File: src/rtl/fan_pwm_pkg.sv
`timescale 1ns/1ps
package fan_pwm_pkg;

    typedef enum logic [1:0] {
        ST_IDLE = 2'd0,
        ST_LOAD = 2'd1,
        ST_RUN  = 2'd2
    } seq_state_t;

    // Clock cycles per prescaled tick for a given pair of codes.
    function automatic int unsigned prescale_ratio(input int unsigned lo, input int unsigned hi);
        int unsigned mult;
        mult = (lo == 0) ? 1 : 2 * lo;
        return mult << hi;
    endfunction

endpackage

File: src/rtl/fpg_prescaler.sv
`timescale 1ns/1ps
module fpg_prescaler #(
    parameter int CODE_W = 4,
    parameter int PC_W   = 20
) (
    input  logic              clk,
    input  logic              rst_n,
    input  logic              run,
    input  logic [CODE_W-1:0] lo_code,
    input  logic [CODE_W-1:0] hi_code,
    output logic              tick
);

    logic [PC_W-1:0] mult;
    logic [PC_W-1:0] ratio_m1;
    logic [PC_W-1:0] pc_q;

    always_comb begin
        if (lo_code == '0) begin
            mult = PC_W'(1);
        end else begin
            mult = PC_W'({lo_code, 1'b0});
        end
        ratio_m1 = (mult << hi_code) - PC_W'(1);
    end

    always_ff @(posedge clk) begin
        if (!rst_n) begin
            pc_q <= '0;
        end else if (!run || (pc_q == ratio_m1)) begin
            pc_q <= '0;
        end else begin
            pc_q <= pc_q + PC_W'(1);
        end
    end

    assign tick = run && (pc_q == ratio_m1);


    pc_bound_chk: assert property (@(posedge clk) disable iff (!rst_n)
        run |-> (pc_q <= ratio_m1));


    pc_idle_clear_chk: assert property (@(posedge clk) disable iff (!rst_n)
        !run |=> (pc_q == '0));

endmodule

File: src/rtl/fpg_sequencer.sv
`timescale 1ns/1ps
module fpg_sequencer
    import fan_pwm_pkg::*;
#(
    parameter int CODE_W = 4,
    parameter int UNIT_W = 8,
    parameter int CFG_W  = 2 * CODE_W + UNIT_W
) (
    input  logic              clk,
    input  logic              rst_n,
    input  logic              glb_en,
    input  logic [CFG_W-1:0]  cfg_in,
    input  logic              tick,
    output logic              pre_run,
    output logic [CODE_W-1:0] lo_s,
    output logic [CODE_W-1:0] hi_s,
    output logic              advance,
    output logic              bound,
    output logic [UNIT_W-1:0] cnt_nxt,
    output logic              run_ok
);

    seq_state_t        state_q;
    seq_state_t        state_d;
    logic [CFG_W-1:0]  cfg_s;
    logic [UNIT_W-1:0] cnt_q;
    logic [UNIT_W-1:0] cnt_d;
    logic [UNIT_W-1:0] unit_s;
    logic              wrap;

    assign lo_s   = cfg_s[CODE_W-1:0];
    assign hi_s   = cfg_s[2*CODE_W-1:CODE_W];
    assign unit_s = cfg_s[CFG_W-1:2*CODE_W];
    assign wrap   = (cnt_q == unit_s);

    // Next state and counter decisions
    always_comb begin
        state_d = state_q;
        cnt_d   = cnt_q;
        advance = 1'b0;
        bound   = 1'b0;
        unique case (state_q)
            ST_IDLE: begin
                cnt_d = '0;
                if (glb_en) begin
                    state_d = ST_LOAD;           // idle_to_load
                end
            end
            ST_LOAD: begin
                cnt_d = '0;
                if (!glb_en) begin
                    state_d = ST_IDLE;           // any_to_idle
                end else begin
                    state_d = ST_RUN;            // load_to_run
                    advance = 1'b1;
                    bound   = 1'b1;
                end
            end
            ST_RUN: begin
                if (!glb_en) begin
                    state_d = ST_IDLE;           // any_to_idle
                    cnt_d   = '0;
                end else if (tick) begin
                    advance = 1'b1;
                    if (wrap) begin
                        bound = 1'b1;            // run_wrap
                        cnt_d = '0;
                    end else begin
                        cnt_d = cnt_q + UNIT_W'(1); // run_step
                    end
                end
            end
            default: begin
                state_d = ST_IDLE;
                cnt_d   = '0;
            end
        endcase
    end

    // State register
    always_ff @(posedge clk) begin
        if (!rst_n) begin
            state_q <= ST_IDLE;
        end else begin
            state_q <= state_d;
        end
    end

    // Counter and shadow registers
    always_ff @(posedge clk) begin
        if (!rst_n) begin
            cnt_q <= '0;
            cfg_s <= '0;
        end else begin
            cnt_q <= cnt_d;
            if (bound) begin
                cfg_s <= cfg_in;
            end
        end
    end

    assign cnt_nxt = cnt_d;
    assign pre_run = (state_q == ST_RUN);
    assign run_ok  = glb_en && (state_q != ST_IDLE);


    cnt_range_chk: assert property (@(posedge clk) disable iff (!rst_n)
        (state_q == ST_RUN) |-> (cnt_q <= unit_s));


    glb_off_idle_chk: assert property (@(posedge clk) disable iff (!rst_n)
        !glb_en |=> (state_q == ST_IDLE) && (cnt_q == '0));


    cfg_hold_chk: assert property (@(posedge clk) disable iff (!rst_n)
        ((state_q == ST_RUN) && !(tick && wrap)) |=> $stable(cfg_s));


    load_once_chk: assert property (@(posedge clk) disable iff (!rst_n)
        (state_q == ST_LOAD) |=> (state_q != ST_LOAD));

endmodule

File: src/rtl/fpg_port.sv
`timescale 1ns/1ps
module fpg_port #(
    parameter int UNIT_W = 8
) (
    input  logic                clk,
    input  logic                rst_n,
    input  logic                run_ok,
    input  logic                en,
    input  logic                advance,
    input  logic                bound,
    input  logic [UNIT_W-1:0]   cnt_nxt,
    input  logic [2*UNIT_W-1:0] duty_in,
    output logic                lvl
);

    logic [UNIT_W-1:0] rise_s;
    logic [UNIT_W-1:0] fall_s;
    logic [UNIT_W-1:0] rise_e;
    logic [UNIT_W-1:0] fall_e;
    logic              fall_hit;
    logic              rise_hit;

    // At a period boundary the fresh fields apply to count 0 directly.
    assign rise_e   = bound ? duty_in[UNIT_W-1:0]        : rise_s;
    assign fall_e   = bound ? duty_in[2*UNIT_W-1:UNIT_W] : fall_s;
    assign fall_hit = (fall_e != '0) && (fall_e == cnt_nxt);
    assign rise_hit = (rise_e == cnt_nxt);

    always_ff @(posedge clk) begin
        if (!rst_n) begin
            rise_s <= '0;
            fall_s <= '0;
        end else if (bound) begin
            rise_s <= duty_in[UNIT_W-1:0];
            fall_s <= duty_in[2*UNIT_W-1:UNIT_W];
        end
    end

    always_ff @(posedge clk) begin
        if (!rst_n) begin
            lvl <= 1'b0;
        end else if (!run_ok || !en) begin
            lvl <= 1'b0;
        end else if (advance) begin
            if (fall_hit) begin
                lvl <= 1'b0;
            end else if (rise_hit) begin
                lvl <= 1'b1;
            end
        end
    end


    port_off_low_chk: assert property (@(posedge clk) disable iff (!rst_n)
        !en |=> !lvl);


    hold_high_chk: assert property (@(posedge clk) disable iff (!rst_n)
        (run_ok && en && $past(run_ok && en && lvl && (fall_s == '0) && !bound)) |-> lvl);

endmodule

File: src/rtl/fan_pwm_gen.sv
`timescale 1ns/1ps
module fan_pwm_gen
    import fan_pwm_pkg::*;
#(
    parameter int NUM_PORTS = 4,
    parameter int CODE_W    = 4,
    parameter int UNIT_W    = 8,
    parameter int CFG_W     = 2 * CODE_W + UNIT_W,
    parameter int DUTY_W    = NUM_PORTS * 2 * UNIT_W
) (
    input  logic                 clk,
    input  logic                 rst_n,
    input  logic [NUM_PORTS:0]   ctrl_word,
    input  logic [CFG_W-1:0]     clk_cfg,
    input  logic [DUTY_W-1:0]    duty_bus,
    output logic [NUM_PORTS-1:0] pwm_out
);

    localparam int CODE_MAX = (1 << CODE_W) - 1;
    localparam int PC_W     = $clog2(prescale_ratio(CODE_MAX, CODE_MAX) + 1);
    localparam int HALF_W   = 2 * UNIT_W;

    logic              tick;
    logic              pre_run;
    logic [CODE_W-1:0] lo_s;
    logic [CODE_W-1:0] hi_s;
    logic              advance;
    logic              bound;
    logic [UNIT_W-1:0] cnt_nxt;
    logic              run_ok;

    fpg_sequencer #(
        .CODE_W (CODE_W),
        .UNIT_W (UNIT_W),
        .CFG_W  (CFG_W)
    ) u_seq (
        .clk     (clk),
        .rst_n   (rst_n),
        .glb_en  (ctrl_word[0]),
        .cfg_in  (clk_cfg),
        .tick    (tick),
        .pre_run (pre_run),
        .lo_s    (lo_s),
        .hi_s    (hi_s),
        .advance (advance),
        .bound   (bound),
        .cnt_nxt (cnt_nxt),
        .run_ok  (run_ok)
    );

    fpg_prescaler #(
        .CODE_W (CODE_W),
        .PC_W   (PC_W)
    ) u_pre (
        .clk     (clk),
        .rst_n   (rst_n),
        .run     (pre_run),
        .lo_code (lo_s),
        .hi_code (hi_s),
        .tick    (tick)
    );

    for (genvar p = 0; p < NUM_PORTS; p++) begin : g_port
        fpg_port #(
            .UNIT_W (UNIT_W)
        ) u_port (
            .clk     (clk),
            .rst_n   (rst_n),
            .run_ok  (run_ok),
            .en      (ctrl_word[p+1]),
            .advance (advance),
            .bound   (bound),
            .cnt_nxt (cnt_nxt),
            .duty_in (duty_bus[p*HALF_W +: HALF_W]),
            .lvl     (pwm_out[p])
        );
    end


    reset_low_chk: assert property (@(posedge clk)
        !rst_n |=> (pwm_out == '0));

endmodule

File: config.mk
export PLATFORM = sky130hd
export DESIGN_NAME = fan_pwm_gen
export DESIGN_NICKNAME = d
export VERILOG_FILES = /design/src/rtl/fan_pwm_pkg.sv /design/src/rtl/fpg_prescaler.sv /design/src/rtl/fpg_sequencer.sv /design/src/rtl/fpg_port.sv /design/src/rtl/fan_pwm_gen.sv
export SDC_FILE = /design/constraint.sdc
export NUM_CORES = 1
export LEC_CHECK = 0
export BUFFER_PORTS_ARGS = -buffer_cell sky130_fd_sc_hd__buf_2
export CAP_MARGIN = 5
export CORE_ASPECT_RATIO = 1.5
export CORE_MARGIN = 2
export CORE_UTILIZATION = 61
export CTS_BUF_LIST = sky130_fd_sc_hd__clkbuf_2 sky130_fd_sc_hd__clkbuf_4 sky130_fd_sc_hd__clkbuf_8
export CTS_CLUSTER_SIZE = 12
export DETAILED_ROUTE_END_ITERATION = 8
export GPL_ROUTABILITY_DRIVEN = 0
export PLACE_DENSITY = 0.83
export SETUP_SLACK_MARGIN = 0.02
export SLEW_MARGIN = 20
export SYNTH_ARGS = -nofsm -noshare
export SYNTH_HDL_FRONTEND = slang
export SYNTH_SLANG_ARGS = --single-unit
File: constraint.sdc
create_clock -name clk -period 5.4 [get_ports clk]
set_input_delay 0.27 -clock clk [delete_from_list [all_inputs] [get_ports clk]]
set_output_delay 0.27 -clock clk [all_outputs]
set_load 0.03 [all_outputs]
==> results.md, run 1 <==
- Ys flop type: dfxtp_1
- Die H: 141 µm
- MaxCap Viol Count: 0
- Unrepaired setup endpoints after global routing: no
- Reg-to-Reg End: g_port[0].u_port.lvl$_SDFFE_PP0P_
- CP Launch Type: register
- Gr ovfl total: 0
- Antenna violations before repair: 0
- Hold Worst Slack: 0.0740 ns
- Most frequent cells in the layout: dfxtp_1 (113), nor2b_1 (91), buf_2 (90), mux2i_1 (80), xnor2_1 (58)
- Die area: 13500 µm²
- Min-Delay Path Depth: 3
- Share of cells above drive strength 1: 0.205
- Max Fclk: 0.198 GHz
- Vias in the first global route: 6935
- WP data arrival: 5.38 ns
- Leakage power: 3.15 nW
- Worst reg-to-reg path cell count: 18
- Gate Count Post-Synth: 870
- Core Area: 12300 µm²
- Cell row count: 50
- Yosys top cell area share: 0.299
- Final hold vios: 0
- Worst hold path type: in2reg
- Most common cell after layout, fill and taps aside: dfxtp_1
- Vias per inst: 6.20
- Clock Sinks: 114
- Synthesis Warnings: 0
- Post-synthesis net count: 963
- Final setup fails: 0
- Final worst clock skew: 0.0168 ns
- DPL Wire Length: 14600 µm
- Vias: 6999
- Final WL: 20200 µm
- Nets: 1052
- Ys async rst share: 0
- Largest net degree at the start of global routing: 93
- Post-Syn Area: 7640 µm²
- Pwr per Cell Area: 228 nW/µm²
- Post-CTS Hold Fix Bufs: 0
- Cts bufs inserted: 17
- Number of flops mapped to enable cells by yosys: 0
- Final TNS setup: 0 ns
- Status: complete, no violations
- First-pass iteration count of the detailed router: 5
- Cell taking the most area after synthesis: dfxtp_1
- CTS clock-pin slew for the worst setup and hold paths: 0.09 ns
- Peak VDD IR: 0.186 mV
- PortBufs: 90
- Measured slew at the worst slew-check pin: 0.754 ns
- WL per Instance: 17.9 µm
- Worst Hold Launch: ctrl_word[4]
- Clk Latency, worst-skew pair: 0.45 ns
- Post-synthesis cell type count: 89
- R2R setup slack: 0.36 ns
- Final setup margin: 0.357 ns
- Initial Utilization: 0.620
- Mean Syn Cell Area: 8.78 µm²
- CTS tree: built
- Place WS: 0.408 ns
- Slew Limit Fails: 0
- CTS Buffer Depth: 2
- Worst Setup End Kind: register
- GRT Total Usage: 0.310
- DRT iter0 DRCs: 314
- Worst-path fanout max: 14
- Area contributors post-synth: dfxtp_1 (30%), mux2i_1 (10%), nor2b_1 (7.5%)
- Fin crit share: 0.934
- CP required: 5.73 ns
- H-tree levels: 4
- Final Util: 0.703
- Power, Total: 1.97 mW
- # DRC: 0
- Diodes inserted: 0
- Register area share after synthesis: 0.299
- ANT nets after route: 0
- Top Ports: 91
- FF-to-FF Start: u_seq.cfg_s[0]$_SDFFE_PN0N_
- Synthesis-stage register bit count: 114
- First-pass GRT wire length: 33000 µm
- Hold EP: g_port[3].u_port.lvl$_SDFFE_PP0P_
- Post-route minimum period: 5.04 ns
- Die Wd: 95.4 µm
- Area grow syn2layout: 13.4%
- Setup CP Type: reg2reg
- Clk Tree Root Cell: clkbuf_8
- Relative slew margins: 0.496
## report_power, final
part / leakage [nW] / switching, mW / total (mW) / internal [mW]
combinational: 2.05 / 0.206 / 0.372 / 0.166
sequential: 0.920 / 0.00998 / 0.867 / 0.857
clock: 0.182 / 0.404 / 0.734 / 0.330
## per-layer routing
metal / routed length, µm / share of wire / track usage
met2: 10400 / 0.51 / 0.540
met1: 7440 / 0.37 / 0.327
met4: 1170 / 0.058 / 0.203
met3: 1200 / 0.060 / 0.0689
met5: 0 / 0 / 0
## flip-flops by register name (all words and copies together) (netlist names)
name,count
g_port.u_port.fall_s,32
g_port.u_port.rise_s,32
u_pre.pc_q,20
u_seq.cfg_s,16
u_seq.cnt_q,8
g_port.u_port.lvl,4
u_seq.state_q,2
## kinds of logic after synthesis
kind of cell | share of synthesized area
XOR/XNOR | 0.122
adder cells (fa/ha/maj) | 0.00983
buffers and inverters | 0.0514
AO/OA/AOI/OAI | 0.143
flip-flops | 0.299
AND/OR/NAND/NOR | 0.264
multiplexers | 0.111
## what timing repair did
item / in CTS / in global routing
buffers inserted: 0 / 9
gates resized for setup: 0 / 1
endpoints found under the setup margin: 0 / 4
## cell type report
class                   count  area, µm²
repair buffers            132        791
multi-input cells         678       4970
clock buffers              17        234
fillers                   963       3660
inverters                  16       60.1
clock inverters            15        126
flip-flops and latches    114       2280
well taps                 156        195
## critical path: stages (launching register included)
cell and delay [ns]:
dfxtp_1 0.62, nand2b_1 0.16, a211o_1 0.34, ha_1 0.28, xor2_1 0.19, a2111oi_0 0.42, a211o_1 0.15, o2111a_1 0.16
o211ai_1 0.13, nor4_4 0.39, and4_1 0.38, a21o_4 0.24, buf_12 0.13, buf_4 0.12, mux2i_1 0.30, xnor2_1 0.12
nor4_1 0.32, o2111ai_1 0.25, and3_1 0.23
## metrics by stage
stage / area [µm²] / instances
after floorplan: 7640 / 870
after global placement: 8220 / 1087
after detailed placement: 8220 / 1087
after CTS: 8580 / 1119
after global routing: 8660 / 1128
final: 8660 / 1128
## cell usage after synthesis (8+ instances only)
cell	number
and3_1	15
inv_1	14
nor3_1	25
nor3b_1	10
o21ai_0	15
a211oi_1	10
nor4_1	18
buf_4	11
clkbuf_1	24
nand3_1	27
dfxtp_1	114
nor2b_1	91
and2_1	10
a31oi_1	8
nand2_1	40
mux2i_1	80
xnor2_1	58
nor2_1	48
xor2_1	48
buf_2	17
nand4_1	12
a21oi_1	20
## worst max path at each step
stage	startpoint	depth (start not counted)	slack [ns]	endpoint
2_1_floorplan	u_seq.cfg_s[4]$_SDFFE_PN0N_	22	0.52	g_port[3].u_port.lvl$_SDFFE_PP0P_
3_3_place_gp	u_seq.cfg_s[5]$_SDFFE_PN0N_	16	0.50	g_port[0].u_port.lvl$_SDFFE_PP0P_
3_5_place_dp	u_seq.cfg_s[1]$_SDFFE_PN0N_	19	0.41	g_port[1].u_port.lvl$_SDFFE_PP0P_
4_1_cts	u_seq.cfg_s[1]$_SDFFE_PN0N_	19	0.37	g_port[0].u_port.lvl$_SDFFE_PP0P_
5_1_grt	u_seq.cfg_s[1]$_SDFFE_PN0N_	20	0.11	g_port[0].u_port.lvl$_SDFFE_PP0P_
6_report	u_seq.cfg_s[0]$_SDFFE_PN0N_	18	0.36	g_port[0].u_port.lvl$_SDFFE_PP0P_
(Power assumes the default switching activity.)
==> run 2, diff against run 1 <==
Settings changed: REMOVE_ABC_BUFFERS set to 1.
==> run 2 against run 1 <==
Against the previous run:
- critical path depth unchanged
- register-to-register slack worse by 0.13 ns
- largest cell class unchanged
- fmax decreased by 2.4%
- routed wire length is 2.3% higher
- non-clock buffer count fell by 15
- critical endpoint is now g_port[1].u_port.lvl$_SDFFE_PP0P_
- clock-buffer cell count increased by 1
==> results.md, run 2 (synthesized netlist as in run 1, its figures left out) <==
- DRT iter0 DRCs: 458 (+46%)
- Fin crit share: 0.957 (+0.0233)
- Most frequent cells in the layout: dfxtp_1 (111), nor2b_1 (91), buf_2 (90), mux2i_1 (80), xnor2_1 (58)
- Final hold vios: 0 (unchanged)
- Vias per inst: 6.25 (+0.78%)
- WL per Instance: 18.5 µm (+3.7%)
- Post-Place Cells: 1080 (-0.64%)
- PortBufs: 90 (unchanged)
- First-pass iteration count of the detailed router: 5 (unchanged)
- Post-route minimum period: 5.17 ns (+0.126 ns)
- Worst reg-to-reg path cell count: 18 (unchanged)
- Unrepaired setup endpoints after global routing: no
- Clk Latency, worst-skew pair: 0.45 ns (about the same)
- R2R setup slack: 0.23 ns (-0.13 ns)
- Measured slew at the worst slew-check pin: 0.798 ns (+0.0437 ns)
- Layout fillers: 893 (-7.3%)
- Vias: 6960 (-0.56%)
- Slew Limit Fails: 0 (unchanged)
- Antenna violations before repair: 0 (unchanged)
- Top Ports: 91 (unchanged)
- First-pass GRT wire length: 33000 µm (about the same)
- H-tree levels: 4 (unchanged)
- Initial Utilization: 0.620 (unchanged)
- Clk Tree Root Cell: clkbuf_8
- CTS tree: built
- Post-CTS Hold Fix Bufs: 0 (unchanged)
- Peak VDD IR: 0.282 mV (+52%)
- Min-Delay Path Depth: 3 (unchanged)
- DPL Wire Length: 14800 µm (+1.1%)
- Area grow syn2layout: 13.1%
- Final cell count without fillers: 1113 (-1.3%)
- Post-place instance area: 8190 µm² (-0.33%)
- CP required: 5.76 ns (+0.03 ns)
- Cts bufs inserted: 17 (unchanged)
- Vias in the first global route: 6907 (-0.40%)
- Final worst clock skew: 0.0138 ns (-0.00297 ns)
- Leakage power: 3.10 nW (-1.6%)
- # DRC: 0 (unchanged)
- Final setup fails: 0 (unchanged)
- WP data arrival: 5.53 ns (+0.15 ns)
- MaxCap Viol Count: 0 (unchanged)
- Worst Setup End Kind: register
- Diodes inserted: 0 (unchanged)
- Gr ovfl total: 0 (unchanged)
- Relative slew margins: 0.467 (-0.0292)
- Cell row count: 50 (unchanged)
- Biggest regs: g_port.u_port.fall_s x32, g_port.u_port.rise_s x32, u_pre.pc_q x20
- GRT Total Usage: 0.313 (+0.00278)
- CTS Buffer Depth: 2 (unchanged)
- Clock Sinks: 114 (unchanged)
- Die H: 141 µm (unchanged)
- Worst hold path type: in2reg
- Status: complete, no violations
- CTS clock-pin slew for the worst setup and hold paths: 0.08 ns (about the same)
- Largest net degree at the start of global routing: 93 (unchanged)
- Die Wd: 95.4 µm (unchanged)
- Power, Total: 2.10 mW (+6.4%)
- Worst-path fanout max: 43 (+29)
- Design area: 8640 µm² (-0.29%)
- Setup CP Type: reg2reg
- Most common cell after layout, fill and taps aside: dfxtp_1
- Share of cells above drive strength 1: 0.195 (-0.00933)
- Final WL: 20600 µm (+2.3%)
- Nets: 1037 (-1.4%)
- CP Launch Type: register
- ANT nets after route: 0 (unchanged)
- Core Area: 12300 µm² (unchanged)
- Die area: 13500 µm² (unchanged)
- Pwr per Cell Area: 243 nW/µm² (+6.7%)
- Max Fclk: 0.193 GHz (-2.4%)
-- run 2: cell types whose count changed in the layout (fill, tap and decap cells not counted), sizes merged --
| cell | delta |
|---|---|
| buf | -15 |
| bufinv | +3 |
| clkbuf | +1 |
| clkinvlp | +1 |
| inv | -5 |
-- run 2: power by group --
part           total (mW)  switching [mW]  leakage, nW  internal [mW]
sequential          0.867          0.0105        0.921          0.857
clock               0.862           0.389        0.206          0.473
combinational       0.370           0.206         1.97          0.164
total                2.10           0.606         3.10           1.49
-- run 2: cell type report --
type,count,area [µm²],area share
Clock buffer,18,248,0.0287
Clock inverter,14,179,0.0207
Inverter,16,60.1,0.00695
Multi-Input combinational cell,678,4980,0.576
Sequential cell,114,2290,0.265
Tap cell,156,195,0.0226
Timing Repair Buffer,117,691,0.0800
-- run 2: layer usage --
layer | vias to the layer above | global-route usage | wire length (µm)
met5 | - | 0 | 0
met4 | 0 | 0.196 | 1340
met3 | 102 | 0.0583 | 1110
met2 | 330 | 0.562 | 10800
met1 | 3239 | 0.325 | 7410
li1 | 3289 | - | -
-- run 2: worst max-delay path: stages (launching register included) --
cell       delay, ns
dfxtp_1         0.34
buf_4           0.21
nor4_4          0.42
nand3_1         0.15
ha_1            0.32
xor2_1          0.19
a2111oi_0       0.46
a211o_1         0.16
o2111a_1        0.17
o211ai_1        0.14
nor4_4          0.36
and4_1          0.38
a21o_4          0.25
buf_12          0.29
mux2i_1         0.30
xnor2_1         0.11
nor4_1          0.39
nand4_1         0.17
a21boi_1        0.23
-- run 2: final timing paths --
path | from | end
worst min-delay path | ctrl_word[4] | g_port[3].u_port.lvl$_SDFFE_PP0P_
worst min register to register | u_pre.pc_q[0]$_SDFF_PP0_ | u_pre.pc_q[0]$_SDFF_PP0_
worst max register to register | u_seq.cfg_s[1]$_SDFFE_PN0N_ | g_port[1].u_port.lvl$_SDFFE_PP0P_
worst max-delay path | u_seq.cfg_s[1]$_SDFFE_PN0N_ | g_port[1].u_port.lvl$_SDFFE_PP0P_
-- run 2: metrics by stage --
stage,util,hold slack (ns),setup WS (ns),setup TNS [ns]
after floorplan,-,0.391,-2.06,-109.51
after global placement,0.665,0.470,0.488,0
after detailed placement,0.665,0.470,0.339,0
after CTS,0.699,0.0564,0.270,0
after global routing,0.701,0.0656,0.0179,0
final,0.701,0.0631,0.231,0
-- run 2: what timing repair did --
item                                    CTS  global route
endpoints found under the setup margin    0             4
endpoints found under the hold margin     0             0
resized for setup                         0             4
buffers inserted                          0             1
==> run 3, diff against run 2 <==
Settings changed: CORE_UTILIZATION 61 to 65, PLACE_DENSITY 0.83 to 0.94.
Clock period 5.4 ns to 6.1 ns, I/O delays scaled along.
==> run 3 against run 2 <==
Against the previous run:
- register-to-register slack better by 0.17 ns
- routed wire length up 21%
- clock power down 12%
- clock-buffer cell count up 1
- final area down 1.0%
- worst setup slack better by 0.17 ns
- sequential share of layout area up 0.24 points
- via count up 11%
- fmax down 9.3%
- clock skew up 0.0026 ns
- utilization up 4.4 points
- sequential cell count unchanged
==> results.md, run 3 (synthesized netlist as in run 1, its figures left out) <==
- Biggest regs: g_port.u_port.fall_s x32, g_port.u_port.rise_s x32, u_pre.pc_q x20
- DRT iter0 DRCs: 981 (+110%)
- Die Wd: 92.5 µm (-3.0%)
- Max incr delay on CP: 0.59 ns (+0.13 ns)
- Cell row count: 48 (-4.0%)
- Final hold vios: 0 (unchanged)
- Worst-path fanout max: 35 (-19%)
- Pwr per Cell Area: 219 nW/µm² (-10%)
- CP required: 6.45 ns (+0.69 ns)
- Vias: 7717 (+11%)
- Worst hold path type: in2reg
- Worst reg-to-reg path cell count: 16 (-2)
- CP Launch Type: register
- Share of cells above drive strength 1: 0.188 (-0.00738)
- Final setup fails: 0 (unchanged)
- Setup CP Type: reg2reg
- Status: complete, no violations
- GRT Total Usage: 0.394 (+0.0817)
- Vias in the first global route: 7787 (+13%)
- Relative slew margins: 0.301 (-0.165)
- H-tree levels: 4 (unchanged)
- Antenna violations before repair: 0 (unchanged)
- Clk Tree Root Cell: clkbuf_8
- Largest net degree at the start of global routing: 91 (-2.2%)
- Worst Setup End Kind: register
- Unrepaired setup endpoints after global routing: no
- PortBufs: 90 (unchanged)
- Layout fillers: 700 (-22%)
- Diodes inserted: 0 (unchanged)
- Power, Total: 1.87 mW (-11%)
- Die H: 137 µm (-3.0%)
- First-pass iteration count of the detailed router: 6 (+1)
- Most common cell after layout, fill and taps aside: dfxtp_1
- Initial Utilization: 0.666 (+0.0461)
- Final WL: 25100 µm (+21%)
- First-pass GRT wire length: 39200 µm (+19%)
- Core Area: 11500 µm² (-6.9%)
- R2R setup slack: 0.40 ns (+0.17 ns)
- Vias per inst: 7.00 (+12%)
- Reg-to-Reg End: g_port[1].u_port.lvl$_SDFFE_PP0P_
- Measured slew at the worst slew-check pin: 1.05 ns (+0.248 ns)
- ANT nets after route: 0 (unchanged)
- Top Ports: 91 (unchanged)
- Max Fclk: 0.176 GHz (-9.3%)
- Area grow syn2layout: 11.9%
- Clk Latency, worst-skew pair: 0.46 ns (about the same)
- CTS Buffer Depth: 2 (unchanged)
- Final worst clock skew: 0.0164 ns (+0.00262 ns)
- CP max-delay cell: mux2i_1
- CTS clock-pin slew for the worst setup and hold paths: 0.09 ns (about the same)
- Final Util: 0.745 (+0.0443)
- Clock Sinks: 114 (unchanged)
- Nets: 1032 (-0.48%)
- MaxCap Viol Count: 0 (unchanged)
- Post-CTS Hold Fix Bufs: 0 (unchanged)
- DPL Wire Length: 15800 µm (+6.9%)
- WL per Instance: 22.8 µm (+23%)
- Leakage power: 3.06 nW (-1.2%)
- Post-route minimum period: 5.70 ns (+0.527 ns)
- Fin crit share: 0.934 (-0.0234)
- FF-to-FF Start: u_seq.cfg_s[4]$_SDFFE_PN0N_
- Gr ovfl total: 0 (unchanged)
- Final TNS setup: 0 ns (unchanged)
- Most frequent cells in the layout: dfxtp_1 (114), nor2b_1 (91), buf_2 (90), mux2i_1 (80), xnor2_1 (58)
- Crit path capture: g_port[1].u_port.lvl$_SDFFE_PP0P_
- Slew Limit Fails: 0 (unchanged)
- CP Cell Sequence: buf_4, mux2i_1, a2bb2oi_1, a211oi_1, a211oi_2, nand4b_1, mux2_2, nor3_4, and4_1, a21o_4, buf_4, mux2i_1, xnor2_1, nor4_1, nand4_1, a21boi_1
- Cts bufs inserted: 17 (unchanged)
- WP data arrival: 6.05 ns (+0.52 ns)
- Peak VDD IR: 0.265 mV (-6.2%)
- # DRC: 0 (unchanged)
- CTS tree: built
- Worst setup path startpoint: u_seq.cfg_s[4]$_SDFFE_PN0N_
- Die area: 12700 µm² (-5.9%)
## run 3: report_power, final
group          leakage [nW]  internal, mW  switching [mW]
Sequential            0.920         0.758          0.0111
Combinational          1.94         0.142           0.201
Clock                 0.200         0.390           0.366
## run 3: routing by layer
metal  wire length (µm)  vias to the layer above  global-route usage
met2              12200                      630               0.681
met3               2300                      251              0.0898
met4               2250                        0               0.316
met5                  0                        -                   0
li1                   -                     3267                   -
met1               8320                     3569               0.406
## run 3: critical path: cells and delay by family, from the launching register on
family | cells | cell delay, ns
xor gates and xnor gates | 1 | 0.10
AOI/OAI and AO/OA | 5 | 1.86
and+or+nand+nor | 5 | 1.39
DFF | 1 | 0.35
muxes | 3 | 1.21
buffers and inverters | 2 | 0.64
## run 3: final cells by class
cell class	instances	area (µm²)	share of cell area
Clock buffer	19	262	0.0306
Clock inverter	13	149	0.0174
Inverter	16	60.1	0.00703
Multi-Input combinational cell	678	4980	0.582
Sequential cell	114	2280	0.267
Tap cell	150	188	0.0220
Timing Repair Buffer	112	628	0.0735
## run 3: stage by stage
step	worst slack, ns	instances	cell area (µm²)	hold slack, ns
after floorplan	-1.36	808	7310	0.426
after global placement	0.842	1070	8130	0.485
after detailed placement	0.490	1070	8130	0.504
after CTS	0.403	1102	8540	0.106
after global routing	0.0459	1102	8550	0.119
final	0.404	1102	8550	0.103
## run 3: timing repair
item / CTS / global route
resized for setup: 0 / 1
setup buffers: 0 / 0
endpoints found under the setup margin: 0 / 3
## run 3: how the worst min path moves through the flow
stage | from | to | slack, ns | cells past startpoint
final | clk_cfg[6] | u_seq.cfg_s[6]$_SDFFE_PN0N_ | 0.10 | 3
after global routing | ctrl_word[3] | g_port[2].u_port.lvl$_SDFFE_PP0P_ | 0.12 | 2
after CTS | clk_cfg[6] | u_seq.cfg_s[6]$_SDFFE_PN0N_ | 0.11 | 3
after detailed placement | u_pre.pc_q[0]$_SDFF_PP0_ | u_pre.pc_q[0]$_SDFF_PP0_ | 0.50 | 1
after global placement | u_pre.pc_q[0]$_SDFF_PP0_ | u_pre.pc_q[0]$_SDFF_PP0_ | 0.48 | 1
after floorplan | ctrl_word[4] | g_port[3].u_port.lvl$_SDFFE_PP0P_ | 0.43 | 2
